`src/rtl/psc_lookup.sv`:
```
module psc_lookup #(
  parameter int WAYS   = 4,
  parameter int IDX_W  = 9,
  parameter int OFF_W  = 12,
  parameter int PA_W   = 52,
  localparam int VA_W   = OFF_W + 4 * IDX_W,
  localparam int BASE_W = PA_W - OFF_W
) (
  input  logic              clk,
  input  logic              rst_n,
  input  logic              flush,
  input  logic [BASE_W-1:0] root_base,
  input  logic              lk_vld,
  input  logic [VA_W-1:0]   lk_va,
  input  logic              fill_en,
  input  logic [1:0]        fill_lvl,
  input  logic [VA_W-1:0]   fill_va,
  input  logic [BASE_W-1:0] fill_base,
  input  logic              fill_wr,
  input  logic              fill_us,
  input  logic              fill_xd,
  input  logic              fill_pcd,
  input  logic              fill_pwt,
  input  logic              par_wr,
  input  logic              par_us,
  input  logic              par_xd,
  output logic              res_vld,
  output logic [2:0]        res_lvl,
  output logic [BASE_W-1:0] res_base,
  output logic              res_wr,
  output logic              res_us,
  output logic              res_xd,
  output logic              res_pcd,
  output logic              res_pwt
);
  localparam int PW = $clog2(WAYS);

  logic [2:0]        lv_hit;
  logic [BASE_W-1:0] lv_base [3];
  logic [4:0]        lv_flg  [3];

  wire [4:0] fill_flg = {fill_wr & par_wr, fill_us & par_us, fill_xd | par_xd,
                         fill_pcd, fill_pwt};

  for (genvar g = 0; g < 3; g++) begin : g_lvl
    localparam int TW = IDX_W * (g + 1);

    logic [TW-1:0]     tag_q  [WAYS];
    logic [BASE_W-1:0] base_q [WAYS];
    logic [4:0]        flg_q  [WAYS];
    logic [WAYS-1:0]   vld_q, lk_m, fl_m;
    logic [PW-1:0]     rr_q, lk_i, fl_i;

    wire [TW-1:0] lk_tag = lk_va[VA_W-1 -: TW];
    wire [TW-1:0] fl_tag = fill_va[VA_W-1 -: TW];
    wire          wr_en  = fill_en && !flush && (fill_lvl == 2'(g + 1));

    always_comb begin
      lk_i = '0;
      fl_i = rr_q;
      for (int w = WAYS - 1; w >= 0; w--) begin
        lk_m[w] = vld_q[w] && (tag_q[w] == lk_tag);
        fl_m[w] = vld_q[w] && (tag_q[w] == fl_tag);
        if (lk_m[w]) lk_i = PW'(w);
        if (fl_m[w]) fl_i = PW'(w);
      end
    end

    always_ff @(posedge clk or negedge rst_n) begin
      if (!rst_n) begin
        vld_q <= '0;
        rr_q  <= '0;
      end else if (flush) begin
        vld_q <= '0;
        rr_q  <= '0;
      end else if (wr_en) begin
        vld_q[fl_i] <= 1'b1;
        if (!(|fl_m))
          rr_q <= (rr_q == PW'(WAYS - 1)) ? '0 : rr_q + 1'b1;
      end
    end

    always_ff @(posedge clk) begin
      if (wr_en) begin
        tag_q[fl_i]  <= fl_tag;
        base_q[fl_i] <= fill_base;
        flg_q[fl_i]  <= fill_flg;
      end
    end

    assign lv_hit[g]  = |lk_m;
    assign lv_base[g] = base_q[lk_i];
    assign lv_flg[g]  = flg_q[lk_i];
  end

  logic [2:0]        sel_lvl;
  logic [BASE_W-1:0] sel_base;
  logic [4:0]        sel_flg;

  always_comb begin
    if (lv_hit[2]) begin
      sel_lvl = 3'd1; sel_base = lv_base[2]; sel_flg = lv_flg[2];
    end else if (lv_hit[1]) begin
      sel_lvl = 3'd2; sel_base = lv_base[1]; sel_flg = lv_flg[1];
    end else if (lv_hit[0]) begin
      sel_lvl = 3'd3; sel_base = lv_base[0]; sel_flg = lv_flg[0];
    end else begin
      sel_lvl = 3'd4; sel_base = root_base; sel_flg = 5'b11000;
    end
  end

  always_ff @(posedge clk or negedge rst_n) begin
    if (!rst_n) begin
      res_vld  <= 1'b0;
      res_lvl  <= 3'd4;
      res_base <= '0;
      {res_wr, res_us, res_xd, res_pcd, res_pwt} <= 5'b11000;
    end else begin
      res_vld <= lk_vld;
      if (lk_vld) begin
        res_lvl  <= sel_lvl;
        res_base <= sel_base;
        {res_wr, res_us, res_xd, res_pcd, res_pwt} <= sel_flg;
      end
    end
  end
endmodule

```
`config.mk`:
```
export PLATFORM = sky130hd
export DESIGN_NAME = psc_lookup
export DESIGN_NICKNAME = d
export VERILOG_FILES = /design/src/rtl/psc_lookup.sv
export SDC_FILE = /design/constraint.sdc
export NUM_CORES = 1
export LEC_CHECK = 0
export ABC_AREA = 1
export BUFFER_PORTS_ARGS = -buffer_cell sky130_fd_sc_hd__buf_4
export CELL_PAD_IN_SITES_DETAIL_PLACEMENT = 1
export CELL_PAD_IN_SITES_GLOBAL_PLACEMENT = 1
export CORE_ASPECT_RATIO = 1.25
export CORE_MARGIN = 4
export CORE_UTILIZATION = 40
export DETAILED_ROUTE_END_ITERATION = 6
export GPL_TIMING_DRIVEN = 0
export MAX_ROUTING_LAYER = met4
export PLACE_DENSITY_LB_ADDON = 0.1
export SYNTH_ARGS = -nofsm -noshare
export SYNTH_HDL_FRONTEND = slang
export SYNTH_SLANG_ARGS = --single-unit
```
`constraint.sdc`:
```
create_clock -name clk -period 5.15 [get_ports clk]
set_input_delay 0 -clock clk [delete_from_list [all_inputs] [get_ports clk]]
set_output_delay 0 -clock clk [all_outputs]
set_load 0.05 [all_outputs]
```
# Yosys cells after proc, flatten, opt, wreduce, memory -nomap -nowiden
# Memories as Yosys holds them, arrays and structs flattened.
# Cells that the tools add are included.
# totals
register_bits,67
ramBits,756
input_bits,191
output_inout_bits,49
wordCells,178
n_memories,9
# classes
addsub,3
n_lt_le_gt_ge,6
n_eq_ne,33
mux,63
n_bitwise,6
n_reduce_logical,44
# mem_list
memory,words,word_bits,rd,rd_ports_with_merged_regs,write_ports,line_no,rtl
g_lvl[0].base_q,4,40,1,0,1,49,logic [BASE_W-1:0] base_q [WAYS];
g_lvl[1].base_q,4,40,1,0,1,49,
g_lvl[2].base_q,4,40,1,0,1,49,
g_lvl[2].tag_q,4,27,4,0,1,48,logic [TW-1:0] tag_q [WAYS];
g_lvl[1].tag_q,4,18,4,0,1,48,
g_lvl[0].tag_q,4,9,4,0,1,48,
3 more memories,n/a,n/a,n/a,n/a,n/a,n/a,
# op_table
cell,count
$eq 27x27->1,8
$eq 18x18->1,8
$mux 40,3
$eq 9x9->1,8
$mux 2,36
$logic_and 1x1->1,31
$mux 4,6
$reduce_or 4->1,6
$mux 5,3
$or 4x4->4,3
$eq 2x2->1 const B,5
$lt 2x3->1 const B,3
$mux 1,9
$mux 3,3
$add 2x1->2 const B,3
$demux 1 s2,3
$ge 2x1->1 const B,3
$ne 2x2->1 const B,3
$reduce_and 2->1,3
$reduce_bool 2->1,3
$and 1x1->1,2
$eq 2x1->1 const B,1
$logic_not 1->1,1
$or 1x1->1,1

# Depth between registers and ports, before layout
# Gate-level depths: netlist of the first run.
# logic_depth
word_depth,13
mapped_depth,21
mapped_depth_nobuf,18

# Least setup slack after synthesis of the first run
# OpenSTA, ideal clock, no wires.
# synth_path
path_type,flip-flop to flip-flop
from,mem g_lvl[2].tag_q[2][10] (netlist name)
to,"mem g_lvl[2].base_q[2][0] (netlist name), enable pin"
setup_time_ns,0.503
arrival_ns,4.317
required_ns,4.647
slack_ns,0.330
stages_incl_launch_ff,11
n_path_buf,0
synth_period_minus_slack_ns,4.820
cell_sequence,edfxtp_1 > xor2_1 > nor4_1 > nand2_1 > nor2_1 > nand2_1 > nand2_1 > nand2_1 > nand2_1 > inv_1 > nor2_1
# synth_lines
item,line_no
"start, declared",48
"end, declared",49

# Worst setup path in the final report of the first run
# layout_path
from,in fill_va[39]
to,"mem g_lvl[1].base_q[1][35] (netlist name), enable pin"
# layout_via
elab_chain_len,6
elab_cells_between_ends,12
classes_between,4 x eq/ne; 4 x mux; 4 x reduce/logical
# layout_lines
item,line_no,rtl
"start, declared",17,"input logic [VA_W-1:0] fill_va,"
$eq 18x18->1,63,fl_m[w] = vld_q[w] && (tag_q[w] == fl_tag);
$logic_and 1x1->1,63,
$mux 2 (3 in series),65,if (fl_m[w]) fl_i = PW'(w);
$mux 2 *,65,
"end, declared",49,
# Every way passes the cells marked *; elsewhere a longest branch is shown, timed or not.

==> impl_metrics.tcl, run 1 <==
set metrics [dict create \
    num_vias 31300 \
    status "finished, final reports clean" \
    hold_viol 0 \
    cts_max_level 3 \
    worst_path_largest_cell_delay_ns 0.62 \
    startpoint_type "input port" \
    synth_flop_cell "edfxtp_1" \
    crit_top_cell "nand2_1" \
    fp.dieW_um 289 \
    clock_path_buffers 3 \
    synth_nets 4267 \
    critical_path.top_delay_family "buffers and inverters" \
    drc 0 \
    critPathKind "in2reg" \
    worstPathRequired_ns 5.51 \
    clock-root-buffer "clkbuf_16" \
    r2r_start "g_lvl[2].tag_q[3][6]$_DFFE_PP_" \
    numCtsBuffers 88 \
    ir_worst_vdd_mv 0.284 \
    synth_cells 4076 \
    die_area_sq_um 104000 \
    fin_crit_sh 0.828 \
    cts.hold.buffers_added 123 \
    antenna_found_initial 8 \
    cp_cell_sequence "dlygate4sd3_1, buf_4, buf_2, clkinv_1, nand2_1, nand4_1, nor4_1, nand3_1, nand2_1, inv_1, nand2_1, nand2_1, nor2_4, buf_12, buf_12" \
    power.leakage_nw 19.5 \
    gr-total-overflow 0 \
    avgSynthCellArea_sq_um 9.71 \
    slew_headroom 0.0328 \
    ys_seq_area_frac 0.616 \
    cts_tree "built" \
    vias_per_cell 5.33 \
    power.density_nw_per_um2 316 \
    layout_commonest_cell "nand2_1" \
    fmax_ghz 0.235 \
    cp_slowest_cell "nor2_4" \
    crit_path_start "fill_va[39]" \
    min-delay-start "fill_en" \
    numPortBuffers 184 \
    final_max_slew_viol_count 0 \
    hp-class "in2reg" \
    synthArstFlopShare 0.0814 \
    yosysWarnings 0 \
    worstPathArrival_ns 4.62 \
    fin_tns_setup_ns 0 \
    place_congestion 0.921 \
    routed_wl_um 148000 \
    cts.clk_slew.worst_paths_ns 0.06 \
    path_max_fanout 27 \
    cts_resized 0 \
    cap_violations 0 \
    start_util 0.405 \
    drt_iter0_markers 2117 \
    critPathBufInv 7 \
    critPathCaptureType "flop" \
    grt.total_usage 0.289 \
    wl_per_cell_um 25.1 \
    dp_worst_setup_slack_ns 0.912 \
    fp.dieH_um 360 \
    dr.pass1.iters 5 \
    coreArea_sq_um 97900 \
    cts_setup_buffers 0 \
    synth_cell_types 42 \
    grt_max_degree 68 \
    layout_common_cells "nand2_1 (1208), edfxtp_1 (756), nand3_1 (469), inv_1 (406), nor2_1 (247)" \
    drive_above_1_share 0.115 \
    cts.sinks 823 \
    syn_area_sq_um 39600 \
    ioPinCount 240 \
    dp_hpwl_um 107000 \
    finalWorstSetupSlack_ns 0.888 \
    ys_seq_elements 823 \
    core.rowCount 128 \
    ant_nets 0 \
    grt_pass1_wl_um 216000 \
    worstSkewPairLatency_ns 0.67 \
    grt_pass1_vias 33000 \
    fin_nets 4687 \
    syn2layout_area_growth_pct 19.5 \
    setup_viol 0 \
    clock_skew_ns 0.0263 \
    worst_pin_slew_ns 1.44 \
    synth_edf_count 756 \
    fin_crit_ns 4.26 \
    grt_setup_unrepaired "no" \
]
==> report_power, final <==
group | internal, mW | switching [mW]
sequential | 7.38 | 0.0418
clock | 3.60 | 2.81
combinational | 0.351 | 0.756
total | 11.3 | 3.60
==> kinds of logic after synthesis <==
logic type / count (synthesis) / synth area share
XOR/XNOR: 161 / 0.0356
buffers and inverters: 618 / 0.0651
flip-flops: 823 / 0.616
AO/OA/AOI/OAI: 251 / 0.0349
AND/OR/NAND/NOR: 2223 / 0.248
==> routing by layer <==
metal	track usage	routed length, um	up-vias	share of wire
li1	-	-	14500	-
met1	0.328	56900	15600	0.39
met2	0.515	77100	867	0.52
met3	0.0294	6130	326	0.042
met4	0.129	7420	0	0.050
met5	-	0	-	0
==> worst reg2reg max path, delay by kind of cell (launching register included) <==
kind	cells	cell delay [ns]
buffers and inverters	2	0.56
DFF	1	0.46
xor gates and xnor gates	1	0.19
and+or+nand+nor	7	2.24
==> path summary, 6_finish.rpt <==
kind	slack, ns	cells past startpoint	end
max in group asynchronous	4.21	2	res_base[5]$_DFFE_PN0P_
max reg2reg	1.36	10	g_lvl[2].base_q[3][20]$_DFFE_PP_
min in group asynchronous	0.12	2	g_lvl[1].rr_q[0]$_DFFE_PN0P_
min reg2reg	0.49	2	res_base[18]$_DFFE_PN0P_
min	0.09	5	g_lvl[1].tag_q[1][14]$_DFFE_PP_
max	0.89	15	g_lvl[1].base_q[1][35]$_DFFE_PP_
==> area by class of cell <==
type,count,area (sq um)
clock buffers,128,2510
repair buffers,330,3130
plain buffers,186,953
diodes,9,22.5
clock inverters,37,343
flip-flops and latches,823,24400
fillers,10900,50600
inverters,432,1630
well taps,1300,1630
multi-input cells,2635,12700
==> stage by stage <==
step | area (sq um) | std cells | hold WS [ns] | power [mW] | util
final | 47300 | 5880 | 0.0933 | 14.9 | 0.483
after global routing | 47300 | 5876 | 0.118 | 15.4 | 0.483
after CTS | 47300 | 5871 | 0.0691 | 15.0 | 0.483
after detailed placement | 43200 | 5583 | 0.123 | 8.59 | 0.441
after global placement | 42600 | 5560 | 0.123 | 8.57 | 0.435
after floorplan | 39600 | 4076 | -0.296 | 8.05 | -
==> synthesized netlist by cell type (all sizes together) (3+ instances only) <==
master / instances / share of area
o2111ai: 10 / 0.0022
nand3b: 138 / 0.026
nand2: 1217 / 0.12
nor3: 31 / 0.0040
xor2: 80 / 0.018
dfstp: 3 / 0.0020
buf: 145 / 0.020
and2: 4 / 0.00063
nand3: 472 / 0.060
dfrtp: 64 / 0.040
xnor2: 81 / 0.018
nor3b: 7 / 0.0013
o211ai: 3 / 0.00057
clkinv: 7 / 0.00066
o21ai: 114 / 0.015
clkbuf: 41 / 0.0039
or2: 11 / 0.0017
nand4: 57 / 0.0090
o22ai: 46 / 0.0073
nor2: 259 / 0.025
a21oi: 73 / 0.0092
inv: 425 / 0.040
nor4: 23 / 0.0036
edfxtp: 756 / 0.57
==> state kept, by name (all words and copies together), names as in the netlist <==
name,flops
g_lvl.tag_q,216
res_pcd,1
g_lvl.vld_q,12
res_lvl,3
g_lvl.base_q,480
res_us,1
res_base,40
res_wr,1
res_xd,1
res_pwt,1
g_lvl.flg_q,60
g_lvl.rr_q,6
res_vld,1
Power figures use the tool's default switching activity.
==> run 2: changes to the inputs <==
==> constraint.sdc (replaced) <==
create_clock -name clk -period 4.4 [get_ports clk]
set_input_delay 0 -clock clk [delete_from_list [all_inputs] [get_ports clk]]
set_output_delay 0 -clock clk [all_outputs]
set_load 0.05 [all_outputs]
==> run 2 against run 1 <==
  * Cell count is essentially flat
  * Sequential share of layout area is essentially flat
  * Sequential power grew 17%
  * Worst hold slack lost 0.0082 ns
  * Via count grew 0.25%
  * Setup slack lost 0.46 ns
  * Flip-flop and latch count is the same
==> impl_metrics.tcl, run 2 (same netlist as run 1, synthesis figures left out) <==
set metrics [dict create \
    grt_pass1_vias 32800 \
    cts_tree "built" \
    core.rowCount 128 \
    clock-root-buffer "clkbuf_16" \
    dp_hpwl_um 107000 \
    worst_pin_slew_ns 1.31 \
    regMostFlops "g_lvl.base_q" \
    grt.total_usage 0.289 \
    finalWorstSetupSlack_ns 0.427 \
    vias_per_cell 5.35 \
    wl_met3_um 6250 \
    grt_max_degree 68 \
    topRoutingLayerUsed "met4" \
    setup_viol 0 \
    status "finished, final reports clean" \
    whs_ns 0.0851 \
    cap_violations 0 \
    drt-met1-wl_um 57000 \
    power_mw 17.4 \
    clock_path_buffers 3 \
    cts_max_level 3 \
    power.leakage_nw 19.5 \
    ir_worst_vdd_mv 0.288 \
    cts.sinks 823 \
    fin_nets 4688 \
    num_vias 31400 \
    antenna_found_initial 10 \
    fmax_ghz 0.252 \
    fp.dieH_um 360 \
    min_to "g_lvl[1].tag_q[1][17]$_DFFE_PP_" \
    ioPinCount 240 \
    worstSkewPairLatency_ns 0.66 \
    cts_resized 0 \
    start_util 0.405 \
    reg2reg_slack_ns 0.77 \
    min-delay-start "fill_en" \
    fin_area_sq_um 47300 \
    coreArea_sq_um 97900 \
    routed_wl_um 148000 \
    crit_path_start "fill_va[40]" \
    numCtsBuffers 88 \
    power.density_nw_per_um2 369 \
    r2r_start "g_lvl[2].tag_q[3][3]$_DFFE_PP_" \
    layout.cells.non_filler 5878 \
    slew_headroom 0.120 \
    wl_met2_um 78700 \
    path_max_fanout 23 \
    gr-total-overflow 0 \
    drive_above_1_share 0.115 \
    reg_top3 "g_lvl.base_q x480, g_lvl.tag_q x216, g_lvl.flg_q x60" \
    dpl_cell_area_sq_um 43200 \
    rr_worst_depth 11 \
    crit-reg2reg-capture "g_lvl[2].base_q[2][2]$_DFFE_PP_" \
    dp_cells 5584 \
    whs_path_depth 5 \
    syn2layout_area_growth_pct 19.4 \
    largest_reg_flops 480 \
    fin_crit_sh 0.903 \
    layout_commonest_cell "nand2_1" \
    hp-class "in2reg" \
    cts.hold.buffers_added 123 \
    fin_util 0.483 \
    final_max_slew_viol_count 0 \
    grt_pass1_wl_um 215000 \
    fin_tns_setup_ns 0 \
    startpoint_type "input port" \
    critPathCaptureType "flop" \
    critPathKind "in2reg" \
    drt_iter0_markers 1998 \
    layout_common_cells "nand2_1 (1208), edfxtp_1 (756), nand3_1 (469), inv_1 (406), nor2_1 (247)" \
    drc 0 \
    cts.clk_slew.worst_paths_ns 0.06 \
    grt_setup_unrepaired "no" \
    fin_crit_ns 3.97 \
    numPortBuffers 184 \
    dr.pass1.iters 5 \
    fp.dieW_um 289 \
    wl_per_cell_um 25.2 \
    hold_viol 0 \
    worstPathRequired_ns 4.74 \
    place_congestion 0.932 \
    ant_nets 0 \
    dp_worst_setup_slack_ns 0.322 \
    worstPathArrival_ns 4.32 \
    die_area_sq_um 104000 \
    clock_skew_ns 0.0259 \
    cts_setup_buffers 0 \
]
[run 2: cell count changes in the layout (fill, tap and decap cells not counted)]
cell and change:
clkbuf_16 +1, inv_16 -1, diode_2 -2, clkinv_4 -1, clkinv_2 +2, buf_16 -3, bufinv_16 +1, buf_12 +4
clkbuf_8 -4, clkinv_8 +1
[run 2: power by group]
| part | total [mW] | internal [mW] | switching (mW) |
|---|---|---|---|
| Clock | 7.47 | 4.24 | 3.24 |
| Sequential | 8.68 | 8.63 | 0.0471 |
| Combinational | 1.30 | 0.411 | 0.884 |
| Total | 17.4 | 13.3 | 4.17 |
[run 2: cell type report]
| type | instances | area (sq um) |
|---|---|---|
| clock inverters | 39 | 370 |
| well taps | 1300 | 1630 |
| flip-flops and latches | 823 | 24400 |
| repair buffers | 331 | 3130 |
| fillers | 10900 | 50600 |
| diodes | 7 | 17.5 |
| plain buffers | 186 | 953 |
| multi-input cells | 2635 | 12700 |
| inverters | 432 | 1630 |
| clock buffers | 125 | 2480 |
[run 2: per-layer routing]
| metal | vias up | global-route usage |
|---|---|---|
| met3 | 279 | 0.0311 |
| met4 | 0 | 0.105 |
| li1 | 14500 | - |
| met5 | - | - |
| met1 | 15800 | 0.326 |
| met2 | 876 | 0.527 |
[run 2: how the worst max path moves through the flow]
stage                                             to  slack (ns)  cells after the start
finish               g_lvl[2].base_q[2][2]$_DFFE_PP_        0.43                     13
global route         g_lvl[2].base_q[2][2]$_DFFE_PP_        0.29                     13
CTS                  g_lvl[2].base_q[2][4]$_DFFE_PP_        0.48                     13
detailed placement   g_lvl[1].base_q[1][9]$_DFFE_PP_        0.32                     13
global placement    g_lvl[2].base_q[2][15]$_DFFE_PP_       -4.55                     10
floorplan            g_lvl[2].base_q[2][0]$_DFFE_PP_       -0.42                     10
[run 2: critical path: stages]
cell           delay, ns
dlygate4sd3_1       0.53
buf_4               0.32
buf_1               0.89
o22ai_1             0.23
nor2_1              0.21
nand4_1             0.22
nor2_1              0.15
nand2_1             0.11
nand3_1             0.13
nand3_1             0.26
nor2_4              0.69
buf_12              0.28
buf_12              0.22
==> run 3: changes to the inputs <==
--- a/config.mk
+++ b/config.mk
@@ -6,13 +6,13 @@
 export NUM_CORES = 1
 export LEC_CHECK = 0
 export ABC_AREA = 1
-export BUFFER_PORTS_ARGS = -buffer_cell sky130_fd_sc_hd__buf_4
 export CELL_PAD_IN_SITES_DETAIL_PLACEMENT = 1
 export CELL_PAD_IN_SITES_GLOBAL_PLACEMENT = 1
 export CORE_ASPECT_RATIO = 1.25
 export CORE_MARGIN = 4
 export CORE_UTILIZATION = 40
 export DETAILED_ROUTE_END_ITERATION = 6
+export DONT_BUFFER_PORTS = 1
 export GPL_TIMING_DRIVEN = 0
 export MAX_ROUTING_LAYER = met4
 export PLACE_DENSITY_LB_ADDON = 0.1
==> run 3 against run 2 <==
  * The flow now finishes with violations (design-rule violations, max-capacitance violations)
  * Clock power grew 3%
  * Core utilization decreased by 1.2 points
  * Largest power group unchanged
  * Routed wire length increased by 1.0%
  * Clock-buffer cell count fell by 18
==> impl_metrics.tcl, run 3 (same netlist as run 1, synthesis figures left out) <==
set metrics [dict create \
    rr_worst_depth 13 \
    drive_above_1_share 0.0788 \
    grt.met1_usage 0.326 \
    path_max_fanout 18 \
    clock-root-buffer "clkbuf_16" \
    place_congestion 0.922 \
    clock_skew_ns 0.0240 \
    grt.total_usage 0.293 \
    power.density_nw_per_um2 379 \
    dpl_cell_area_sq_um 41800 \
    routed_wl_um 150000 \
    dr.pass1.iters 7 \
    cts_max_level 3 \
    cap_violations 1 \
    layout_common_cells "nand2_1 (1208), edfxtp_1 (756), nand3_1 (469), inv_1 (406), nor2_1 (247)" \
    power.leakage_nw 18.7 \
    fin_area_sq_um 46100 \
    grt_max_degree 65 \
    layout.cells.non_filler 5705 \
    setup_viol 0 \
    fin_crit_ns 3.65 \
    cts.sinks 823 \
    regMostFlops "g_lvl.base_q" \
    grt_pass1_vias 32200 \
    slew_headroom 0.00628 \
    fin_crit_sh 0.830 \
    largest_reg_flops 480 \
    coreArea_sq_um 97900 \
    drt_iter0_markers 2196 \
    fin_nets 4509 \
    worst_pin_slew_ns 1.48 \
    start_util 0.405 \
    hold_viol 0 \
    grt_pass1_wl_um 217000 \
    violations "design-rule violations, max-capacitance violations" \
    clock_path_buffers 3 \
    startpoint_type "input port" \
    status "finished, violations left" \
    core.rowCount 128 \
    use_met2 0.532 \
    hp-class "in2reg" \
    worstPathArrival_ns 4.01 \
    cts.clk_slew.worst_paths_ns 0.06 \
    wl_per_cell_um 26.2 \
    ir_worst_vdd_mv 0.340 \
    use_met3 0.0424 \
    antenna_found_initial 17 \
    vias_per_cell 5.39 \
    globalRoute.busiestLayer "met2" \
    fin_util 0.471 \
    num_vias 30700 \
    final_max_slew_viol_count 0 \
    fp.dieH_um 360 \
    dp_hpwl_um 106000 \
    drc 2 \
    whs_path_depth 1 \
    layout_commonest_cell "nand2_1" \
    ant_nets 0 \
    gr-total-overflow 0 \
    whs_ns 0.0645 \
    worstPathRequired_ns 4.76 \
    critPathCaptureType "flop" \
    grt_setup_unrepaired "no" \
    syn2layout_area_growth_pct 16.4 \
    die_area_sq_um 104000 \
    reg_top3 "g_lvl.base_q x480, g_lvl.tag_q x216, g_lvl.flg_q x60" \
    fmax_ghz 0.274 \
    dp_cells 5400 \
    worstSkewPairLatency_ns 0.67 \
    ioPinCount 240 \
    numPortBuffers 0 \
    cts_tree "built" \
    fp.dieW_um 289 \
    critPathKind "in2reg" \
    numCtsBuffers 89 \
]
[run 3: changes by cell type in the layout (fill, tap and decap cells not counted), sizes merged]
cell | before | now
buf | 353 | 171
clkbuf | 166 | 148
clkinv | 35 | 46
diode | 7 | 13
bufinv | 5 | 10
inv | 427 | 430
dlygate4sd3 | 123 | 125
[run 3: layer usage]
layer / vias to the layer above / part of all wire
met5: - / 0
met4: 0 / 0.041
met3: 304 / 0.048
met2: 848 / 0.53
met1: 15400 / 0.38
li1: 14200 / -
[run 3: worst max-delay path: stages]
cell	delay [ns]
dlygate4sd3_1	0.60
clkinv_1	0.35
nand2_1	0.16
nor3_1	1.15
nand3_1	0.55
nor2_4	0.71
buf_16	0.24
buf_12	0.19
[run 3: metrics by stage]
stage / TNS [ns] / total power, mW / setup slack (ns)
final: 0 / 17.5 / 0.748
after CTS: 0 / 17.6 / 0.733
after detailed placement: 0 / 9.73 / 0.587
after global placement: -1757.32 / 9.71 / -4.35
after global routing: 0 / 18.0 / 0.658
after floorplan: -60.18 / 9.42 / -0.420
[run 3: final timing paths]
kind / endpoint / start / slack, ns
max: g_lvl[2].base_q[2][19]$_DFFE_PP_ / flush / 0.75
min: g_lvl[2].tag_q[0][4]$_DFFE_PP_ / fill_va[25] / 0.06
max reg2reg: res_base[0]$_DFFE_PN0P_ / g_lvl[0].tag_q[0][0]$_DFFE_PP_ / 0.83
min reg2reg: g_lvl[1].rr_q[1]$_DFFE_PN0P_ / g_lvl[1].rr_q[1]$_DFFE_PN0P_ / 0.52
max in group asynchronous: res_base[19]$_DFFE_PN0P_ / rst_n / 3.39
min in group asynchronous: res_us$_DFFE_PN1P_ / rst_n / 0.55
[run 3: power by group]
group          total (mW)  switching [mW]  internal (mW)
sequential           8.82           0.185           8.63
clock                7.66            3.26           4.40
combinational       0.984           0.689          0.295
[run 3: layout make-up]
| type | count | area, sq um |
|---|---|---|
| Fill cell | 11000 | 51800 |
| Sequential cell | 823 | 24400 |
| Multi-Input combinational cell | 2635 | 12700 |
| Clock buffer | 107 | 2350 |
| Timing Repair Buffer | 151 | 1820 |
| Inverter | 432 | 1630 |
| Tap cell | 1300 | 1630 |
| Buffer | 186 | 953 |
| Clock inverter | 58 | 581 |
| Antenna cell | 13 | 32.5 |
[run 3: what timing repair did]
| item | in CTS | in global routing |
|---|---|---|
| resized for setup | 0 | 0 |
| hold buffers | 127 | 0 |
| setup buffers | 0 | 0 |
| hold endpoints to repair | 990 | 0 |
